[src/rtl/sysconf_pkg.sv]
package sysconf_pkg;
  localparam int unsigned DATA_W         = 32;
  localparam int unsigned NUM_REGS       = 11;
  localparam int unsigned LINES          = 16;
  localparam int unsigned PORTS          = 4;
  localparam int unsigned SEL_W          = 4;
  localparam int unsigned FIELDS_PER_REG = 4;
  localparam int unsigned NUM_SEL_REGS   = LINES / FIELDS_PER_REG;
  localparam int unsigned GPIO_W         = PORTS * LINES;
  localparam logic [DATA_W-1:0] SEL_MASK = DATA_W'((64'd1 << (SEL_W * FIELDS_PER_REG)) - 1);

  localparam int IDX_REMAP = 0;
  localparam int IDX_CFG1  = 1;
  localparam int IDX_SEL0  = 2;
  localparam int IDX_STAT  = 6;
  localparam int IDX_CFG2  = 7;
  localparam int IDX_PROTA = 8;
  localparam int IDX_KEY   = 9;
  localparam int IDX_PROTB = 10;

  typedef struct packed {
    logic [DATA_W-1:0] rst;
    logic [DATA_W-1:0] rw;
    logic [DATA_W-1:0] so;
    logic [DATA_W-1:0] co;
    logic [DATA_W-1:0] w1c;
  } reg_policy_t;

  function automatic reg_policy_t reg_policy(input int idx);
    reg_policy_t p;
    p = '0;
    case (idx)
      IDX_REMAP: p.rw = 32'h0000_0107;
      IDX_CFG1: begin
        p.rw  = 32'hFCFF_0100;
        p.co  = 32'h0000_0001;
        p.rst = 32'h7C00_0001;
      end
      IDX_CFG2: begin
        p.so  = 32'h0000_000F;
        p.w1c = 32'h0000_0100;
      end
      IDX_PROTA, IDX_PROTB: p.so = '1;
      IDX_KEY: p.rw = 32'h0000_00FF;
      default: if (idx >= IDX_SEL0 && idx < IDX_SEL0 + int'(NUM_SEL_REGS)) p.rw = SEL_MASK;
    endcase
    return p;
  endfunction
endpackage

[src/rtl/sysconf_regfile.sv]
module sysconf_regfile
  import sysconf_pkg::*;
#(
  parameter int unsigned IDX_W = 6
) (
  input  logic                             clk,
  input  logic                             rst_n,
  input  logic                             wr_en,
  input  logic [IDX_W-1:0]                 wr_idx,
  input  logic [DATA_W-1:0]                wr_data,
  input  logic                             flag_set,
  output logic [NUM_REGS-1:0][DATA_W-1:0]  q
);
  for (genvar g = 0; g < int'(NUM_REGS); g++) begin : g_reg
    localparam reg_policy_t P = reg_policy(g);
    logic [DATA_W-1:0] r;
    logic [DATA_W-1:0] nxt;
    logic [DATA_W-1:0] hw;
    logic              hit;

    assign hit = wr_en && (wr_idx == IDX_W'(g));

    if (P.w1c != '0) begin : g_hw
      assign hw = flag_set ? P.w1c : '0;
    end else begin : g_nohw
      assign hw = '0;
    end

    always_comb begin
      if (hit)
        nxt = (wr_data & P.rw)
            | ((r | wr_data) & P.so)
            | (r & wr_data & P.co)
            | (r & ~wr_data & P.w1c);
      else
        nxt = r;
      nxt = nxt | hw;
    end

    always_ff @(posedge clk or negedge rst_n) begin
      if (!rst_n) r <= P.rst;
      else        r <= nxt;
    end

    assign q[g] = r;
  end
endmodule

[src/rtl/sysconf_rdmux.sv]
module sysconf_rdmux
  import sysconf_pkg::*;
#(
  parameter int unsigned IDX_W = 6
) (
  input  logic [NUM_REGS-1:0][DATA_W-1:0] regs,
  input  logic [IDX_W-1:0]                idx,
  output logic [DATA_W-1:0]               data
);
  always_comb begin
    data = '0;
    for (int r = 0; r < int'(NUM_REGS); r++)
      if (idx == IDX_W'(r)) data = regs[r];
  end
endmodule

[src/rtl/sysconf_linemux.sv]
module sysconf_linemux
  import sysconf_pkg::*;
(
  input  logic [GPIO_W-1:0]      gpio,
  input  logic [LINES*SEL_W-1:0] sel,
  output logic [LINES-1:0]       line
);
  for (genvar n = 0; n < int'(LINES); n++) begin : g_line
    logic [SEL_W-1:0] field;
    logic             bit_out;
    assign field = sel[n*SEL_W +: SEL_W];
    always_comb begin
      bit_out = 1'b0;
      for (int p = 0; p < int'(PORTS); p++)
        if (field == SEL_W'(p)) bit_out = gpio[p*LINES + n];
    end
    assign line[n] = bit_out;
  end
endmodule

[src/rtl/sysconf_regbank.sv]
module sysconf_regbank
  import sysconf_pkg::*;
#(
  parameter int unsigned ADDR_W = 8
) (
  input  logic              clk,
  input  logic              rst_n,
  input  logic              req_valid,
  input  logic              req_write,
  input  logic [ADDR_W-1:0] req_addr,
  input  logic [DATA_W-1:0] req_wdata,
  output logic              rsp_valid,
  output logic [DATA_W-1:0] rsp_rdata,
  input  logic              hw_flag_set,
  input  logic [GPIO_W-1:0] gpio_in,
  output logic [LINES-1:0]  exti_line
);
  localparam int unsigned IDX_W = ADDR_W - 2;

  logic [IDX_W-1:0]                word_idx;
  logic                            mapped;
  logic [1:0]                      unused_byte_lane;
  logic [NUM_REGS-1:0][DATA_W-1:0] reg_q;
  logic [DATA_W-1:0]               rd_data;
  logic [LINES*SEL_W-1:0]          sel_flat;

  assign word_idx         = req_addr[ADDR_W-1:2];
  assign unused_byte_lane = req_addr[1:0];
  assign mapped           = word_idx < IDX_W'(NUM_REGS);

  sysconf_regfile #(.IDX_W(IDX_W)) u_regs (
    .clk      (clk),
    .rst_n    (rst_n),
    .wr_en    (req_valid && req_write && mapped),
    .wr_idx   (word_idx),
    .wr_data  (req_wdata),
    .flag_set (hw_flag_set),
    .q        (reg_q)
  );

  sysconf_rdmux #(.IDX_W(IDX_W)) u_rdmux (
    .regs (reg_q),
    .idx  (word_idx),
    .data (rd_data)
  );

  for (genvar s = 0; s < int'(NUM_SEL_REGS); s++) begin : g_sel
    localparam int unsigned SW = SEL_W * FIELDS_PER_REG;
    assign sel_flat[s*SW +: SW] = reg_q[IDX_SEL0 + s][SW-1:0];
  end

  sysconf_linemux u_lines (
    .gpio (gpio_in),
    .sel  (sel_flat),
    .line (exti_line)
  );

  always_ff @(posedge clk or negedge rst_n) begin
    if (!rst_n) begin
      rsp_valid <= 1'b0;
      rsp_rdata <= '0;
    end else begin
      rsp_valid <= req_valid && !req_write;
      rsp_rdata <= (req_valid && !req_write) ? rd_data : '0;
    end
  end
endmodule

[config.mk]
export PLATFORM = sky130hd
export DESIGN_NAME = sysconf_regbank
export DESIGN_NICKNAME = d
export VERILOG_FILES = /design/src/rtl/sysconf_pkg.sv /design/src/rtl/sysconf_regfile.sv /design/src/rtl/sysconf_rdmux.sv /design/src/rtl/sysconf_linemux.sv /design/src/rtl/sysconf_regbank.sv
export SDC_FILE = /design/constraint.sdc
export NUM_CORES = 1
export LEC_CHECK = 0
export BUFFER_PORTS_ARGS = -buffer_cell sky130_fd_sc_hd__buf_2
export CAP_MARGIN = 10
export CORE_MARGIN = 1
export CORE_UTILIZATION = 35
export CTS_BUF_LIST = sky130_fd_sc_hd__clkbuf_8 sky130_fd_sc_hd__clkbuf_16
export CTS_CLUSTER_DIAMETER = 150
export DETAILED_ROUTE_END_ITERATION = 12
export SLEW_MARGIN = 5
export SYNTH_ARGS = -nofsm -noshare
export SYNTH_HDL_FRONTEND = slang
export SYNTH_SLANG_ARGS = --single-unit
[constraint.sdc]
create_clock -name clk -period 3.5 [get_ports clk]
set_input_delay 0.7 -clock clk [delete_from_list [all_inputs] [get_ports clk]]
set_output_delay 0.7 -clock clk [all_outputs]
set_load 0.005 [all_outputs]
**Word level (Yosys, flattened, before mapping)**

Cells that the tools add are included.

- Flip-flop bits (word level): 237
- Input bits: 109
- Output and inout bits: 49
- Logic and storage cells: 189

- Order comparisons: 1
- Equality and inequality tests: 58
- Muxes and demuxes: 78
- Bitwise logic cells: 9
- Reductions and logical operators: 31

Operators with widths:

| kind | count |
|---|---|
| $mux 32 | 12 |
| $eq 4x2->1 const B | 32 |
| $eq 4x1->1 const B | 16 |
| $logic_not 4->1 | 16 |
| $mux 1 | 64 |
| $or 32x32->32 | 2 |
| $or 32x1->32 | 1 |
| $or 32x9->32 | 1 |
| $eq 6x3->1 const B | 4 |
| $eq 6x4->1 const B | 3 |
| $mux 9 | 2 |
| $logic_and 1x1->1 | 13 |
| $eq 6x2->1 const B | 2 |
| $and 9x9->9 | 1 |
| $not 9->9 | 1 |
| $or 4x9->9 | 1 |
| $eq 6x1->1 const B | 1 |
| $logic_not 6->1 | 1 |
| $lt 6x4->1 const B | 1 |
| $or 4x4->4 | 1 |
| $and 1x1->1 | 1 |
| $logic_not 1->1 | 1 |

**Logic depth before layout (Yosys ltp)**

Gate-level depths: netlist (run 1).

- Depth in word-level cells: 13
- Mapped depth: 8
- Mapped depth without buffers: 5

**Hierarchy**

A second synthesis (run 1) with hierarchy kept.

- Cells, all modules: 990
- Area total of the unflattened synthesis: 11578.6 sq um

Modules (own cells, without submodules):

| module | times used | cells each | area each (sq um) | seq. area each (sq um) |
|---|---|---|---|---|
| sysconf_regfile | 1 | 554 | 7347.0 | 4036.4 |
| sysconf_rdmux | 1 | 316 | 2534.9 | 0.0 |
| sysconf_regbank | 1 | 72 | 1096.1 | 825.8 |
| sysconf_linemux | 1 | 48 | 600.6 | 0.0 |

**Worst setup path before layout (run 1)**

Ideal clock, no wire load.

- Kind: input to register
- Start point: in req_addr[5]
- End point: reg u_regs.g_reg[3].r[10]
- Library setup time: 125 ps
- Arrival time: 2259 ps
- Required time: 3375 ps
- Path slack: 1116 ps
- Stages: 6
- Buffers on the path: 3
- Cells stage by stage: buf_2 or4_1 buf_6 nor3_4 buf_4 mux2_2

- Cells in the longest elaborated chain, start to end: 3
- Elaborated cells on any way between the ends: 4
- Classes of those cells: 1 x order compare; 1 x eq/ne; 2 x reduce/logical

Ends and longest elaborated chain:

| element | line | source |
|---|---|---|
| start: declaration | sysconf_regbank.sv:10 | `input logic [ADDR_W-1:0] req_addr,` |
| $lt 6x4->1 | sysconf_regbank.sv:29 | `assign mapped = word_idx < IDX_W'(NUM_REGS);` |
| $logic_and 1x1->1 | sysconf_regbank.sv:34 | `.wr_en (req_valid && req_write && mapped),` |
| $logic_and 1x1->1 * | sysconf_regfile.sv:21 | `assign hit = wr_en && (wr_idx == IDX_W'(g));` |
| end signal: assignment | sysconf_regfile.sv:41 | `if (!rst_n) r <= P.rst;` |
| end signal: assignment | sysconf_regfile.sv:42 | `else r <= nxt;` |
| end: declaration | sysconf_regfile.sv:16 | `logic [DATA_W-1:0] r;` |

Every way passes the cells marked *; elsewhere a longest branch is shown, timed or not.
A chain may end at the register's enable or synchronous reset.

**Worst setup path in the final report (run 1)**

- Start point: reg u_regs.g_reg[5].r[8]
- End point: out exti_line[14]

- Cells in the longest elaborated chain, start to end: 5
- Elaborated cells on any way between the ends: 8
- Classes of those cells: 3 x eq/ne; 4 x mux; 1 x reduce/logical

Ends and longest elaborated chain:

| element | line | source |
|---|---|---|
| start: declaration | sysconf_regfile.sv:16 |  |
| start signal: assignment | sysconf_regfile.sv:41 |  |
| start signal: assignment | sysconf_regfile.sv:42 |  |
| $logic_not 4->1 | sysconf_linemux.sv:15 | `if (field == SEL_W'(p)) bit_out = gpio[p*LINES + n];` |
| $mux 1 (3 in a row) | sysconf_linemux.sv:15 |  |
| $mux 1 * | sysconf_linemux.sv:15 |  |
| end: declaration | sysconf_regbank.sv:16 | `output logic [LINES-1:0] exti_line` |

Marked as above.

==> results.json, run 1 <==
{
  "ys_seq_area_share_pct": 56.47,
  "cts_setup_buffers": 0,
  "worst_pin_slew_ns": 0.7586,
  "cp.arrival_ns": 2.04,
  "cpPeakStageDelay_ns": 0.66,
  "drc_errors": 0,
  "cts.hold.buffers_added": 0,
  "fin_ws_ns": 0.7616,
  "setup.worst_path.start_class": "flop",
  "vias": 6196,
  "peakVddDrop_v": 0.0002656,
  "synth_top_area_share_pct": 54.64,
  "rows": 57,
  "cts-root-buf": "clkbuf_16",
  "slew_violations": 0,
  "cts_max_path_buffers": 2,
  "setup_tns_ns": 0,
  "synth_area_per_cell_um2": 12.95,
  "fmax_mhz": 365.2,
  "dp_slack_ns": 0.4572,
  "grt-ovfl-total": 0,
  "first_global_vias": 6283,
  "synth_ff_type": "dfrtp_1",
  "power.density_nw_per_um2": 438.6,
  "syn_to_final_growth_pct": 19.92,
  "endpoint_kind": "output port",
  "drive_above_1_share_pct": 39.90,
  "grt_pass1_wl_mm": 36.76,
  "io_buffers": 155,
  "cp.required_ns": 2.80,
  "slew_headroom_pct": 49.42,
  "critPathMaxFanout": 5,
  "finalSetupViolCount": 0,
  "synth-edff-count": 0,
  "synth_seq_cells": 194,
  "finClkSkew_ns": 0.008713,
  "fin_crit_sh_pct": 78.24,
  "post_drt_via_cell_ratio": 5.383,
  "hold_violations": 0,
  "synth_area_leader_cell": "dfrtp_1",
  "yosys_warnings": 0,
  "core_region_area_um2": 24250,
  "io_pins": 158,
  "crit_type": "flop to output port",
  "wl_per_cell_um": 19.84,
  "holdWs_ns": 0.3174,
  "cts_buffers": 17,
  "rsz0062_at_grt": "false",
  "max-cap-violations": 0,
  "status": "complete, no violations",
  "drt_iter0_drc": 441,
  "final_antenna_net_count": 0,
  "clk_pin_slew_ns": 0.07,
  "dp_hpwl_mm": 15.72,
  "die_w_um": 158.8,
  "min_path_type": "primary input to asynchronous set/reset pin",
  "fp.dieArea_um2": 25230,
  "start_util_pct": 35.51,
  "n_antenna_cell": 0,
  "ys_top_cells_by_area": "dfrtp_1, mux2_2, a21o_1, a222oi_1, buf_4",
  "dr.pass1.iters": 5,
  "syn_area_um2": 8610,
  "cts_tree": "built",
  "grt_util_all_layers_pct": 18.87,
  "gp_congestion": 0.7867,
  "critPathSlowestCell": "a2111oi_0",
  "wirelength_mm": 22.84,
  "antenna_found_initial": 0,
  "p_leak_nw": 5.406,
  "syn_nets": 774,
  "cts-htree-levels": 4,
  "synth_cells": 665,
  "yosysUniqueCellTypes": 52,
  "cts_resized": 0,
  "fin_nets": 923,
  "cts_sinks": 194,
  "path_cells": "nor2b_1 > a211oi_1 > a2111oi_0 > buf_2",
  "fin_crit_ns": 2.738,
  "insertion_delay_ns": 0.43,
  "grt_max_degree": 92,
  "die_h_um": 158.8,
  "async_flop_share_pct": 100.0
}
## flip-flops by register name, indices dropped and copies added, names as in the netlist
register    cells
rsp_rdata      32
u_regs.g.r    161
rsp_valid       1
## worst paths after layout
kind / start / end / slack (ns) / cells after the start
setup / recovery: u_regs.g_reg[5].r[8] / exti_line[14] / 0.76 / 4
hold / removal: rst_n / u_regs.g_reg[2].r[0] / 0.32 / 1
setup reg to reg: u_regs.g_reg[3].r[8] / rsp_rdata[8] / 1.93 / 3
hold reg to reg: u_regs.g_reg[10].r[12] / u_regs.g_reg[10].r[12] / 0.46 / 1
max in group asynchronous: rst_n / u_regs.g_reg[1].r[29] / 2.31 / 2
min in group clk: u_regs.g_reg[10].r[12] / u_regs.g_reg[10].r[12] / 0.46 / 1
## cells in the final DEF (no fill, tap or decap), types with 3 or more instances in the layout
master / instances
or3_1: 3
nand2_1: 13
nor2_2: 7
a22oi_1: 11
dfstp_2: 6
o211ai_1: 6
mux2i_1: 19
buf_12: 5
buf_2: 154
dfrtp_1: 188
o221ai_1: 5
a2111oi_0: 16
a221oi_1: 4
buf_4: 21
a221o_1: 4
inv_1: 4
nor2b_1: 17
a21oi_1: 28
nand2b_1: 4
a222oi_1: 20
clkbuf_8: 3
mux2_2: 93
a21o_1: 74
inv_6: 3
a211oi_1: 16
inv_8: 3
o21ai_0: 17
clkbuf_16: 17
nor2_1: 27
nor3_4: 3
## where the power goes
part,total [W],internal [W],switching [W]
registers,0.00231,0.00228,0.0000304
clock network,0.00193,0.00104,0.000896
logic,0.000286,0.000119,0.000167
## metrics by stage
stage | utilization (%) | total power (W) | instances | area, um^2
2_1_floorplan | - | 0.002469 | 665 | 8610
3_3_place_gp | 40.19 | 0.002638 | 1119 | 9746
3_5_place_dp | 40.19 | 0.002644 | 1119 | 9746
4_1_cts | 42.58 | 0.004574 | 1151 | 10320
5_1_grt | 42.58 | 0.004703 | 1151 | 10320
6_report | 42.58 | 0.004529 | 1151 | 10320
## layout make-up
class	instances	area [um^2]
clock buffer	19	452.9
tap	324	405.4
fill	2338	13920
sequential	194	4862
multi-input combinational	417	3425
inverter	3	11.26
clock inverter	13	126.4
timing repair buffer	181	1042
## synthesized netlist by cell type, types with 4 or more instances
cell,count
nand2b_1,4
a211oi_1,16
clkbuf_1,9
o221ai_1,5
a2111oi_0,16
nor2b_1,17
a221o_1,4
a21o_1,74
buf_2,12
a21oi_1,28
dfstp_2,6
o211ai_1,6
nand2_1,13
nor2_2,6
mux2_2,93
a221oi_1,4
dfrtp_1,188
mux2i_1,19
buf_4,26
o21ai_0,17
a22oi_1,11
a222oi_1,20
nor2_1,28
## logic make-up after synthesis
group                  Yosys count  share of synthesized area, %
AOI/OAI and AO/OA              209                         18.06
buffers and inverters           54                         3.837
DFF                            194                         56.47
muxes                          114                         14.90
and+or+nand+nor                 94                         6.729
## worst max-delay path, delay by kind of cell, from the launching register on
kind                   cells  cell delay, ns
AO/OA/AOI/OAI              2            0.72
flip-flops                 1            0.47
buffers and inverters      1            0.23
AND/OR/NAND/NOR            1            0.18
## metal layers
layer / wire length [um] / GRT usage, %
met2: 10730 / 29.76
met5: 0 / 0
met4: 308 / 5.825
met1: 10800 / 26.52
met3: 993 / 3.083
Power figures use the tool's default switching activity.
==> inputs of run 2 (changes only) <==
--- a/config.mk
+++ b/config.mk
@@ -5,6 +5,7 @@
 export SDC_FILE = /design/constraint.sdc
 export NUM_CORES = 1
 export LEC_CHECK = 0
+export ABC_AREA = 1
 export BUFFER_PORTS_ARGS = -buffer_cell sky130_fd_sc_hd__buf_2
 export CAP_MARGIN = 10
 export CORE_MARGIN = 1
==> constraint.sdc (replaced) <==
create_clock -name clk -period 2.2 [get_ports clk]
set_input_delay 0.44 -clock clk [delete_from_list [all_inputs] [get_ports clk]]
set_output_delay 0.44 -clock clk [all_outputs]
set_load 0.005 [all_outputs]
==> results.json, run 2 <==
{
  "worst_r2r_endpoint": "rsp_rdata[0]",
  "ys_seq_area_share_pct": 55.08,
  "ys_top_cells_by_count": "nand2_1, dfrtp_1, inv_1",
  "die_w_um": 160.8,
  "final_cell_mix": "nand2_1, dfrtp_1, inv_1",
  "n_antenna_cell": 0,
  "final_common_cell": "nand2_1",
  "cts-root-buf": "clkbuf_16",
  "setup_tns_ns": 0,
  "drive_above_1_share_pct": 20.88,
  "finClkSkew_ns": 0.01159,
  "syn_nets": 1138,
  "largest_reg_flops": 161,
  "wirelength_mm": 22.70,
  "r2r_start": "u_regs.g_reg[0].r[0]",
  "fp.dieArea_um2": 25860,
  "peakVddDrop_v": 0.0004757,
  "fin_crit_sh_pct": 89.80,
  "dr.pass1.iters": 5,
  "power.density_nw_per_um2": 678.3,
  "clk_pin_slew_ns": 0.07,
  "cts_buffers": 17,
  "grt_util_all_layers_pct": 17.87,
  "vias": 7298,
  "synth_most_common_cell": "nand2_1",
  "syn_area_um2": 8827,
  "synth_ff_type": "dfrtp_1",
  "ys_top_cells_by_area": "dfrtp_1, nand2_1, inv_1, o21ai_0, o21bai_1",
  "rows": 57,
  "async_flop_share_pct": 100.0,
  "cts_sinks": 194,
  "largest-register": "u_regs.g.r",
  "status": "complete, no violations",
  "first_global_vias": 6901,
  "start_util_pct": 35.98,
  "grt-ovfl-total": 0,
  "syn_to_final_growth_pct": 21.35,
  "grt_max_degree": 50,
  "cts_tree": "built",
  "synth_seq_cells": 194,
  "p_seq_share_pct": 50.9,
  "yosysUniqueCellTypes": 24,
  "cp.arrival_ns": 1.54,
  "nFillCells": 2450,
  "drc_errors": 0,
  "io_pins": 158,
  "gp_congestion": 0.8760,
  "min_path_type": "primary input to flop",
  "final_antenna_net_count": 0,
  "grt_pass1_wl_mm": 36.37,
  "synth_cells": 1029,
  "worstRegToRegCells": 10,
  "comb_power_share_pct": 6.6,
  "p_clk_share_pct": 42.5,
  "setup.worst_path.start_class": "flop",
  "core_region_area_um2": 24530,
  "worst_pin_slew_ns": 0.5841,
  "synth_area_per_cell_um2": 8.578,
  "hold_violations": 0,
  "synth_area_leader_cell": "dfrtp_1",
  "antenna_found_initial": 0,
  "fmax_mhz": 506.2,
  "wl_per_cell_um": 14.88,
  "reg_top3": "u_regs.g.r (161), rsp_rdata (32), rsp_valid (1)",
  "insertion_delay_ns": 0.43,
  "rsz0062_at_grt": "false",
  "p_leak_nw": 5.691,
  "fin_crit_ns": 1.976,
  "cts_resized": 0,
  "post_drt_via_cell_ratio": 4.782,
  "endpoint_kind": "output port",
  "yosys_warnings": 0,
  "cp.required_ns": 1.76,
  "fin_nets": 1298,
  "finalSetupViolCount": 0,
  "internal-power_w": 0.005534,
  "synth_top_area_share_pct": 53.30,
  "swShare_pct": 23.83,
  "critPathMaxFanout": 4,
  "max-cap-violations": 0,
  "crit_path_end": "exti_line[14]",
  "io_buffers": 155,
  "synth-edff-count": 0,
  "power_switching_w": 0.001732,
  "drt_iter0_drc": 395,
  "hold_start": "hw_flag_set",
  "dp_hpwl_mm": 16.66,
  "slew_violations": 0,
  "rrSetupSlack_ns": 0.94,
  "cts-htree-levels": 4,
  "cts_max_path_buffers": 2,
  "utilization_pct": 43.66,
  "crit_start": "u_regs.g_reg[5].r[8]",
  "crit_type": "flop to output port",
  "slew_headroom_pct": 61.02,
  "die_h_um": 160.8
}
run 2: cell types whose count changed in the layout (fill, tap and decap cells not counted), moves of 17 or more:
cell and change:
a21o_1 -74, a21oi_1 +37, a222oi_1 -20, inv_1 +178
mux2_2 -93, mux2i_1 -19, nand2_1 +239, nor2b_1 -17
o21ai_0 +102, o21bai_1 +45
run 2: stage by stage:
| step | area, um^2 | power (W) | cells | hold WS (ns) | setup WS, ns |
|---|---|---|---|---|---|
| floorplan | 8827 | 0.003937 | 1029 | 0.1444 | 0.6716 |
| global placement | 10120 | 0.004239 | 1493 | 0.4349 | 0.2563 |
| detailed placement | 10120 | 0.004246 | 1493 | 0.4277 | 0.2507 |
| CTS | 10710 | 0.007346 | 1526 | 0.2059 | 0.2016 |
| global route | 10710 | 0.007541 | 1526 | 0.2213 | 0.1390 |
| finish | 10710 | 0.007266 | 1526 | 0.2142 | 0.2245 |
run 2: critical path, cell delays in order (launching register included):
cell      delay [ns]
dfrtp_1         0.42
inv_1           0.17
nand2_1         0.07
a221oi_1        0.29
buf_2           0.16
run 2: power by group through the flow:
stage	sequential, W	clock [W]	combinational, W
global placement	0.00376	0	0.000476
finish	0.00370	0.00309	0.000479
floorplan	0.00375	0	0.000183
global route	0.00370	0.00330	0.000543
CTS	0.00370	0.00316	0.000486
detailed placement	0.00376	0	0.000482
run 2: worst min path at each step:
stage	depth (start not counted)	endpoint	slack (ns)
2_1_floorplan	0	rsp_rdata[0]	0.14
3_3_place_gp	1	rsp_rdata[26]	0.43
3_5_place_dp	1	u_regs.g_reg[8].r[26]	0.43
4_1_cts	3	u_regs.g_reg[7].r[8]	0.21
5_1_grt	3	u_regs.g_reg[1].r[21]	0.22
6_report	3	u_regs.g_reg[7].r[8]	0.21
run 2: what timing repair did:
item	4_1_cts	5_1_grt
hold buffers	1	0
setup buffers	0	0
endpoints found under the hold margin	42	0
run 2: cell families (layout without fill, tap and decap cells):
logic type,Yosys count,count (layout),share of synthesized area [%]
simple gates,314,314,14.59
compound gates,285,285,19.09
buf+inv,236,409,11.24
flops,194,194,55.08
run 2: layout make-up:
| class | instances | area (um^2) | share of cell area, % |
|---|---|---|---|
| Clock inverter | 14 | 138.9 | 1.297 |
| Sequential cell | 194 | 4862 | 45.39 |
| Timing Repair Buffer | 193 | 1197 | 11.18 |
| Inverter | 184 | 690.7 | 6.448 |
| Clock buffer | 18 | 439.2 | 4.100 |
| Multi-Input combinational cell | 599 | 2978 | 27.80 |
| Tap cell | 324 | 405.4 | 3.785 |
run 2: metal layers:
metal	vias to the layer above	wire length (um)	track usage, %
met2	222	10180	27.43
met3	16	1212	3.719
met1	3451	11160	26.11
met4	0	155	3.388
li1	3609	-	-
met5	-	0	0
